File: config.mk
export PLATFORM = sky130hd
export DESIGN_NAME = tod_counter
export DESIGN_NICKNAME = d
export VERILOG_FILES = /design/src/rtl/tod_pkg.sv /design/src/rtl/tod_rate_accum.sv /design/src/rtl/tod_time_reg.sv /design/src/rtl/tod_host_if.sv /design/src/rtl/tod_counter.sv
export SDC_FILE = /design/constraint.sdc
export NUM_CORES = 1
export LEC_CHECK = 0
export BUFFER_PORTS_ARGS = -buffer_cell sky130_fd_sc_hd__buf_2
export CORE_MARGIN = 4
export CORE_UTILIZATION = 40
export CTS_CLUSTER_SIZE = 12
export DETAILED_ROUTE_END_ITERATION = 8
export SLEW_MARGIN = 20
export SYNTH_ARGS = -nofsm -noshare
export SYNTH_HDL_FRONTEND = slang
export SYNTH_SLANG_ARGS = --single-unit
File: constraint.sdc
create_clock -name clk -period 9.8 [get_ports clk]
set_input_delay 1.96 -clock clk [delete_from_list [all_inputs] [get_ports clk]]
set_output_delay 1.96 -clock clk [all_outputs]
set_load 0.05 [all_outputs]
File: src/rtl/tod_pkg.sv
// Package: shared word selectors for the time-of-day counter.
// Assumes a 3-bit word address on the host side.
package tod_pkg;
    typedef enum logic [2:0] {
        SEL_SUBNS = 3'd0,
        SEL_NS_LO = 3'd1,
        SEL_NS_HI = 3'd2,
        SEL_TRIM  = 3'd3,
        SEL_AUX   = 3'd4
    } tod_sel_e;
endpackage

File: src/rtl/tod_rate_accum.sv
// Fractional accumulator: adds or removes the trim magnitude each enabled
// cycle and reports a carry or borrow to the nanosecond register.
// Assumes the magnitude is one bit narrower than the accumulator.
module tod_rate_accum #(
    parameter int FRAC_W = 32
) (
    input  logic              clk,
    input  logic              rst_n,
    input  logic              adv,
    input  logic              load,
    input  logic [FRAC_W-1:0] load_frac,
    input  logic              trim_neg,
    input  logic [FRAC_W-2:0] trim_mag,
    output logic [FRAC_W-1:0] frac,
    output logic              carry,
    output logic              borrow
);
    logic [FRAC_W:0] sum_w;
    logic [FRAC_W:0] dif_w;

    // Candidate next values in both directions, one bit wider for the carry/borrow.
    always_comb begin
        sum_w  = {1'b0, frac} + {2'b00, trim_mag};
        dif_w  = {1'b0, frac} - {2'b00, trim_mag};
        carry  = adv && !trim_neg && sum_w[FRAC_W];
        borrow = adv &&  trim_neg && dif_w[FRAC_W];
    end

    // Accumulator state: reset, host load, or advance.
    always_ff @(posedge clk) begin
        if (!rst_n)
            frac <= '0;
        else if (load)
            frac <= load_frac;
        else if (adv)
            frac <= trim_neg ? dif_w[FRAC_W-1:0] : sum_w[FRAC_W-1:0];
    end

    assert_frac_add_R4: assert property (@(posedge clk) disable iff (!rst_n)
        adv && !load && !trim_neg |=> (frac - $past(frac)) == {1'b0, $past(trim_mag)});
    assert_frac_sub_R5: assert property (@(posedge clk) disable iff (!rst_n)
        adv && !load && trim_neg |=> ($past(frac) - frac) == {1'b0, $past(trim_mag)});
    assert_frac_hold_R2: assert property (@(posedge clk) disable iff (!rst_n)
        !adv && !load |=> $stable(frac));
endmodule

File: src/rtl/tod_time_reg.sv
// Nanosecond register: adds the fixed step, corrected by one for a
// fractional carry or borrow, or loads a host value. Wraps at 2^NS_W.
// Assumes carry and borrow are never raised together.
module tod_time_reg #(
    parameter int NS_W    = 40,
    parameter int STEP_NS = 8
) (
    input  logic            clk,
    input  logic            rst_n,
    input  logic            adv,
    input  logic            load,
    input  logic [NS_W-1:0] load_ns,
    input  logic            carry,
    input  logic            borrow,
    output logic [NS_W-1:0] ns
);
    localparam logic [NS_W-1:0] STEP_V = NS_W'(STEP_NS);

    logic [NS_W-1:0] ns_next;

    // Modular step with the one-nanosecond correction.
    always_comb ns_next = ns + STEP_V + NS_W'(carry) - NS_W'(borrow);

    // Count state: reset, host load (wins over advance), or advance.
    always_ff @(posedge clk) begin
        if (!rst_n)
            ns <= '0;
        else if (load)
            ns <= load_ns;
        else if (adv)
            ns <= ns_next;
    end

    assert_step_window_R3: assert property (@(posedge clk) disable iff (!rst_n)
        adv && !load |=> ((ns - $past(ns)) >= STEP_V - 1) && ((ns - $past(ns)) <= STEP_V + 1));
    assert_hold_stopped_R2: assert property (@(posedge clk) disable iff (!rst_n)
        !adv && !load |=> $stable(ns));
    assert_load_exact_R10: assert property (@(posedge clk) disable iff (!rst_n)
        load |=> ns == $past(load_ns));
endmodule

File: src/rtl/tod_host_if.sv
// Host word interface: decodes reads and writes and holds the trim and
// auxiliary words. It freezes the count on a sub-ns read and stages
// multi-word writes until the high word arrives.
// Assumes REG_W == FRAC_W and NS_W > REG_W.
module tod_host_if
    import tod_pkg::*;
#(
    parameter int NS_W   = 40,
    parameter int FRAC_W = 32,
    parameter int REG_W  = 32
) (
    input  logic              clk,
    input  logic              rst_n,
    input  logic              host_wr,
    input  logic              host_rd,
    input  logic [2:0]        host_addr,
    input  logic [REG_W-1:0]  host_wdata,
    output logic [REG_W-1:0]  host_rdata,
    input  logic [NS_W-1:0]   live_ns,
    input  logic [FRAC_W-1:0] live_frac,
    output logic              adv,
    output logic              load,
    output logic [NS_W-1:0]   load_ns,
    output logic [FRAC_W-1:0] load_frac,
    output logic              trim_neg,
    output logic [FRAC_W-2:0] trim_mag
);
    localparam int HI_W = NS_W - REG_W;

    tod_sel_e         sel;
    logic             stopped;
    logic [REG_W-1:0] trim_q;
    logic [NS_W-1:0]  snap_ns;
    logic             snap_vld;
    logic [REG_W-1:0] stage_lo;
    logic [FRAC_W-1:0] stage_frac;
    logic [NS_W-1:0]  view_ns;
    logic             rd_sub, rd_hi;

    // Decode of the selected word and strobes.
    always_comb begin
        sel    = tod_sel_e'(host_addr);
        rd_sub = host_rd && (sel == SEL_SUBNS);
        rd_hi  = host_rd && (sel == SEL_NS_HI);
    end

    // Control outputs toward the counter datapath.
    always_comb begin
        adv       = !stopped;
        load      = host_wr && (sel == SEL_NS_HI);
        load_ns   = {host_wdata[HI_W-1:0], stage_lo};
        load_frac = stage_frac;
        trim_neg  = trim_q[REG_W-1];
        trim_mag  = trim_q[FRAC_W-2:0];
    end

    // Trim and auxiliary words.
    always_ff @(posedge clk) begin
        if (!rst_n) begin
            trim_q  <= '0;
            stopped <= 1'b1;
        end else if (host_wr) begin
            if (sel == SEL_TRIM) trim_q  <= host_wdata;
            if (sel == SEL_AUX)  stopped <= host_wdata[REG_W-1];
        end
    end

    // Write staging for the sub-ns and low words.
    always_ff @(posedge clk) begin
        if (!rst_n) begin
            stage_lo   <= '0;
            stage_frac <= '0;
        end else if (host_wr) begin
            if (sel == SEL_SUBNS) stage_frac <= host_wdata[FRAC_W-1:0];
            if (sel == SEL_NS_LO) stage_lo   <= host_wdata;
        end
    end

    // Read freeze: capture on a sub-ns read, release on a high-word read.
    always_ff @(posedge clk) begin
        if (!rst_n) begin
            snap_ns  <= '0;
            snap_vld <= 1'b0;
        end else if (rd_sub) begin
            snap_ns  <= live_ns;
            snap_vld <= 1'b1;
        end else if (rd_hi) begin
            snap_vld <= 1'b0;
        end
    end

    // Read data multiplexer.
    always_comb begin
        view_ns = snap_vld ? snap_ns : live_ns;
        case (sel)
            SEL_SUBNS: host_rdata = REG_W'(live_frac);
            SEL_NS_LO: host_rdata = view_ns[REG_W-1:0];
            SEL_NS_HI: host_rdata = {{(REG_W-HI_W){1'b0}}, view_ns[NS_W-1:REG_W]};
            SEL_TRIM:  host_rdata = trim_q;
            SEL_AUX:   host_rdata = {stopped, {(REG_W-1){1'b0}}};
            default:   host_rdata = '0;
        endcase
    end

    assert_freeze_set_R8: assert property (@(posedge clk) disable iff (!rst_n)
        rd_sub |=> snap_vld && (snap_ns == $past(live_ns)));
    assert_freeze_stable_R8: assert property (@(posedge clk) disable iff (!rst_n)
        snap_vld && !rd_sub |=> $stable(snap_ns));
    assert_hi_reserved_R7: assert property (@(posedge clk) disable iff (!rst_n)
        host_rd && (host_addr == 3'd2) |-> host_rdata[REG_W-1:HI_W] == '0);
    assert_aux_write_R2: assert property (@(posedge clk) disable iff (!rst_n)
        host_wr && (host_addr == 3'd4) |=> adv == !$past(host_wdata[REG_W-1]));
    assert_trim_keep_R11: assert property (@(posedge clk) disable iff (!rst_n)
        !(host_wr && (host_addr == 3'd3)) |=> $stable(trim_q));
endmodule

File: src/rtl/tod_counter.sv
// Top: nanosecond time-of-day counter with fractional rate trim and a
// coherent host word interface. Exports the live count.
// Assumes one step per clock edge while enabled.
module tod_counter #(
    parameter int NS_W    = 40,
    parameter int FRAC_W  = 32,
    parameter int REG_W   = 32,
    parameter int STEP_NS = 8
) (
    input  logic             clk,
    input  logic             rst_n,
    input  logic             host_wr,
    input  logic             host_rd,
    input  logic [2:0]       host_addr,
    input  logic [REG_W-1:0] host_wdata,
    output logic [REG_W-1:0] host_rdata,
    output logic [NS_W-1:0]  time_ns
);
    logic              adv, load, trim_neg, carry, borrow;
    logic [NS_W-1:0]   load_ns;
    logic [FRAC_W-1:0] load_frac, frac;
    logic [FRAC_W-2:0] trim_mag;

    tod_host_if #(.NS_W(NS_W), .FRAC_W(FRAC_W), .REG_W(REG_W)) host_i (
        .clk(clk), .rst_n(rst_n),
        .host_wr(host_wr), .host_rd(host_rd), .host_addr(host_addr),
        .host_wdata(host_wdata), .host_rdata(host_rdata),
        .live_ns(time_ns), .live_frac(frac),
        .adv(adv), .load(load), .load_ns(load_ns), .load_frac(load_frac),
        .trim_neg(trim_neg), .trim_mag(trim_mag)
    );

    tod_rate_accum #(.FRAC_W(FRAC_W)) accum_i (
        .clk(clk), .rst_n(rst_n), .adv(adv), .load(load),
        .load_frac(load_frac), .trim_neg(trim_neg), .trim_mag(trim_mag),
        .frac(frac), .carry(carry), .borrow(borrow)
    );

    tod_time_reg #(.NS_W(NS_W), .STEP_NS(STEP_NS)) time_i (
        .clk(clk), .rst_n(rst_n), .adv(adv), .load(load), .load_ns(load_ns),
        .carry(carry), .borrow(borrow), .ns(time_ns)
    );

    assert_no_dual_corr_R5: assert property (@(posedge clk) disable iff (!rst_n)
        !(carry && borrow));
endmodule

==> run_results.csv <==
group,metric,value,unit
clocking,htreeDepth,1,
sta,finClkSkew,0.02007,ns
grt,grt_max_degree,110,
synthesis,synth_edf_count,0,
clocking,clock-root-buffer,"clkbuf_16",
pwr,p_sw_share,33.41,%
routing,drt_iter0_drc,1125,
sta,grt_setup_unrepaired,"no",
place,gp_congestion,0.8970,
clocking,clock_latency,0.52,ns
setup_path,critPathKind,"flop to flop",
routing,drc_errors,0,
routing,num_vias,14792,
setup_path,cp_max_fo,6,
sta,worst_slack,3.424,ns
setup_path,critPathCaptureType,"flop",
routing,ant_nets,0,
sta,fmax,0.1568,GHz
pwr,pwr-share-seq,37.6,%
synthesis,synth_top_area_share,27.85,%
grt,grt_pass1_vias,13737,
sta,drv_slew,0,
setup_path,r2r_end,"time_i.ns[37]",
pwr,p_int,0.001624,W
synthesis,ys_top_cells_by_area,"dfxtp_1, nand2_1, ha_1, a21boi_0, a21oi_1",
clocking,clock-sinks,210,
synthesis,synth_cell_types,85,
setup_path,crit_buf_inv,1,
synthesis,synthFlopType,"dfxtp_1",
grt,grt_pass1_wl,79700,um
pwr,p_per_area,146.9,nW/um^2
place,hpwl,37160,um
routing,wl_per_cell,20.01,um
setup_path,cp.required,10.23,ns
setup_path,rrSetupSlack,3.42,ns
sta,setup_viol,0,
synthesis,ys_ff_latch,210,
setup_path,r2r_start,"accum_i.frac[0]",
setup_path,cpLargestDelayFamily,"compound AO/OA/AOI/OAI gates",
clocking,cts_hold_buf,0,
grt,grt-ovfl-total,0,
pwr,pwr-share-clk,34.8,%
synthesis,ys_seq_area_share,27.85,%
clocking,numCtsBuffers,23,
clocking,clockBufferDepth,3,
pwr,ir_drop,0.00008602,V
synthesis,ys_async_sr_fraction,0,%
sta,fin_crit,6.376,ns
setup_path,rr_worst_depth,22,
routing,drt_first_pass_iters,5,
floorplan,die_w,202.3,um
routing,viasPerCell,5.733,
sta,totalNegativeSetupSlack,0,ns
hold_path,worstHoldStart,"host_i.snap_ns[23]",
cells_and_area,fin_cells,2580,
hold_path,worstHoldPathType,"flop to flop",
cells_and_area,final_cell_area,16610,sq um
pwr,p_switching,0.0008150,W
sta,hold_violations,0,
cells_and_area,fillers,3783,
hold_path,worstHoldPathCells,2,
routing,finalWirelength,51620,um
floorplan,fp.coreArea,36870,sq um
status,status,"complete, no violations",
clocking,cts_resized,0,
pwr,pwr-share-comb,27.7,%
floorplan,die_h,202.3,um
place,port_buffers,110,
cells_and_area,drive_gt1_share,9.411,%
setup_path,cp-startpoint,"accum_i.frac[0]",
sta,fin_crit_sh,65.06,%
grt,antenna_found_initial,4,
place,place_ws,3.570,ns
sta,tightestPinTransition,1.103,ns
clocking,clk_pin_slew_worst_paths,0.06,ns
synthesis,synth_area_leader_cell,"dfxtp_1",
setup_path,cpMaxStageDelayCell,"nor4b_1",
floorplan,die_area,40910,sq um
cells_and_area,layout.nets,2204,
pwr,leakage,6.629,nW
setup_path,slowest_delay,0.71,ns
pwr,power,0.002439,W
setup_path,path_common_cell,"a21oi_1",
cells_and_area,area_delta_synth_final,10.05,%
floorplan,initial_utilization,40.93,%
sta,slew-limit-headroom,26.16,%
setup_path,arrival,6.81,ns
place,place_area,15880,sq um
synthesis,syn_nets,2193,
clocking,postCtsSetupRepairBufs,0,
synthesis,post_synth_inst_count,2048,
setup_path,cp_cell_sequence,"ha_1 > inv_1 > fa_1 > o21bai_1 > o2111ai_1 > a211oi_1 > nor3_1 > a21oi_2 > a21oi_1 > o31ai_1 > a21oi_1 > nor4b_1 > ha_1 > a211oi_1 > nor2_1 > o311ai_2 > o21ai_0 > a41oi_2 > o31ai_1 > a41oi_1 > xor2_1 > a21oi_1",
grt,grtUsageTotal,23.72,%
place,placedCellCount,2538,
synthesis,synth_area_per_cell,7.370,sq um
setup_path,critPathLaunchType,"flop",
hold_path,min_to,"host_i.snap_ns[23]",
synthesis,synthesis.area,15090,sq um
synthesis,yosysWarnings,0,
job,drv_cap,0,
floorplan,pin_count,111,
floorplan,rows,70,
clocking,cts_tree,"yes",
==> worst min-delay path, stage by stage (launching register included) <==
cell and delay [ns]:
dfxtp_1 0.31, nand2_1 0.04, a21boi_0 0.06
==> synth_stat cells, drive strengths merged, types with 4 or more instances <==
master / n
nand2: 426
dfxtp: 210
a21boi: 146
a21oi: 141
o21ai: 127
clkbuf: 122
inv: 121
ha: 103
nor2: 100
o211ai: 39
xnor2: 39
a21o: 36
a22oi: 32
o31ai: 30
mux2i: 29
nand3: 28
nor3: 26
xor2: 23
a221oi: 21
buf: 20
o211a: 19
a211oi: 18
nand4: 14
o21a: 14
a31oi: 13
nor2b: 12
o21bai: 12
and2: 10
o22ai: 10
nand2b: 9
or3: 9
and3: 8
or2: 7
nor4: 6
o311ai: 5
a2bb2oi: 4
a41oi: 4
nand3b: 4
nor3b: 4
o31a: 4
or4: 4
==> metal layers <==
layer / global-route usage (%) / up-vias / wire (um)
met5: 0 / - / 0
met4: 6.305 / 0 / 1322
met3: 2.342 / 86 / 2975
met2: 37.19 / 467 / 22670
met1: 34.85 / 7031 / 24650
li1: - / 7208 / -
==> kinds of logic (layout without fill, tap and decap cells) <==
family | after synthesis | in the layout | synth area share, %
compound gates | 704 | 704 | 31.97
simple gates | 673 | 673 | 18.96
buf+inv | 263 | 287 | 6.690
flops | 210 | 210 | 27.85
fa+ha+maj | 106 | 106 | 8.936
xor+xnor | 62 | 62 | 3.598
mux | 30 | 30 | 1.998
other cells | 0 | 4 | 0
==> area by class of cell <==
class                           instances  area [sq um]  share of cell area, %
Clock buffer                           32         659.4                  3.970
Clock inverter                          6         58.81                 0.3540
Timing Repair Buffer                  128         688.2                  4.143
Sequential cell                       210          4209                  25.34
Inverter                              121         454.2                  2.734
Multi-Input combinational cell       1575          9899                  59.60
Antenna cell                            4         10.01                0.06026
Tap cell                              504         630.6                  3.797
==> registers in the layout, summed over array words and instances (netlist names) <==
name              cells
host_i.stage_lo      32
host_i.load_frac     32
host_i.trim_q        32
accum_i.frac         32
host_i.stopped        1
time_i.ns            40
host_i.snap_ns       40
host_i.snap_vld       1
==> stage by stage <==
stage | hold slack [ns] | util (%)
2_1_floorplan | 0.4403 | -
3_3_place_gp | 0.4512 | 43.07
3_5_place_dp | 0.4593 | 43.07
4_1_cts | 0.4682 | 45.02
5_1_grt | 0.4747 | 45.05
6_report | 0.4642 | 45.05
==> cells in the final DEF (no fill, tap or decap), types with 21 or more instances in the layout <==
cell type and count:
nand2_1 425, dfxtp_1 208, a21boi_0 146, a21oi_1 139
inv_1 121, o21ai_0 121, buf_2 109, ha_1 103
nor2_1 98, xnor2_1 39, o211ai_1 38, a21o_1 35
a22oi_1 32, o31ai_1 30, mux2i_1 29, nand3_1 28
nor3_1 26, xor2_1 23, clkbuf_16 23, a221oi_1 21
==> power by group through the flow <==
| stage | clock, W | sequential (W) | combinational (W) |
|---|---|---|---|
| final | 0.000848 | 0.000916 | 0.000675 |
| after global routing | 0.000894 | 0.000920 | 0.000735 |
| after CTS | 0.000862 | 0.000916 | 0.000670 |
| after detailed placement | 0 | 0.000935 | 0.000666 |
| after global placement | 0 | 0.000934 | 0.000666 |
| after floorplan | 0 | 0.000953 | 0.000482 |
==> worst max-delay path by stage <==
stage	cells after the start	slack, ns	to
2_1_floorplan	5	3.88	host_rdata[6]
3_3_place_gp	5	3.54	host_rdata[7]
3_5_place_dp	5	3.57	host_rdata[7]
4_1_cts	5	3.53	host_rdata[7]
5_1_grt	22	3.20	time_i.ns[37]
6_report	22	3.42	time_i.ns[37]
Note: power is estimated with default switching activity, not from simulation.
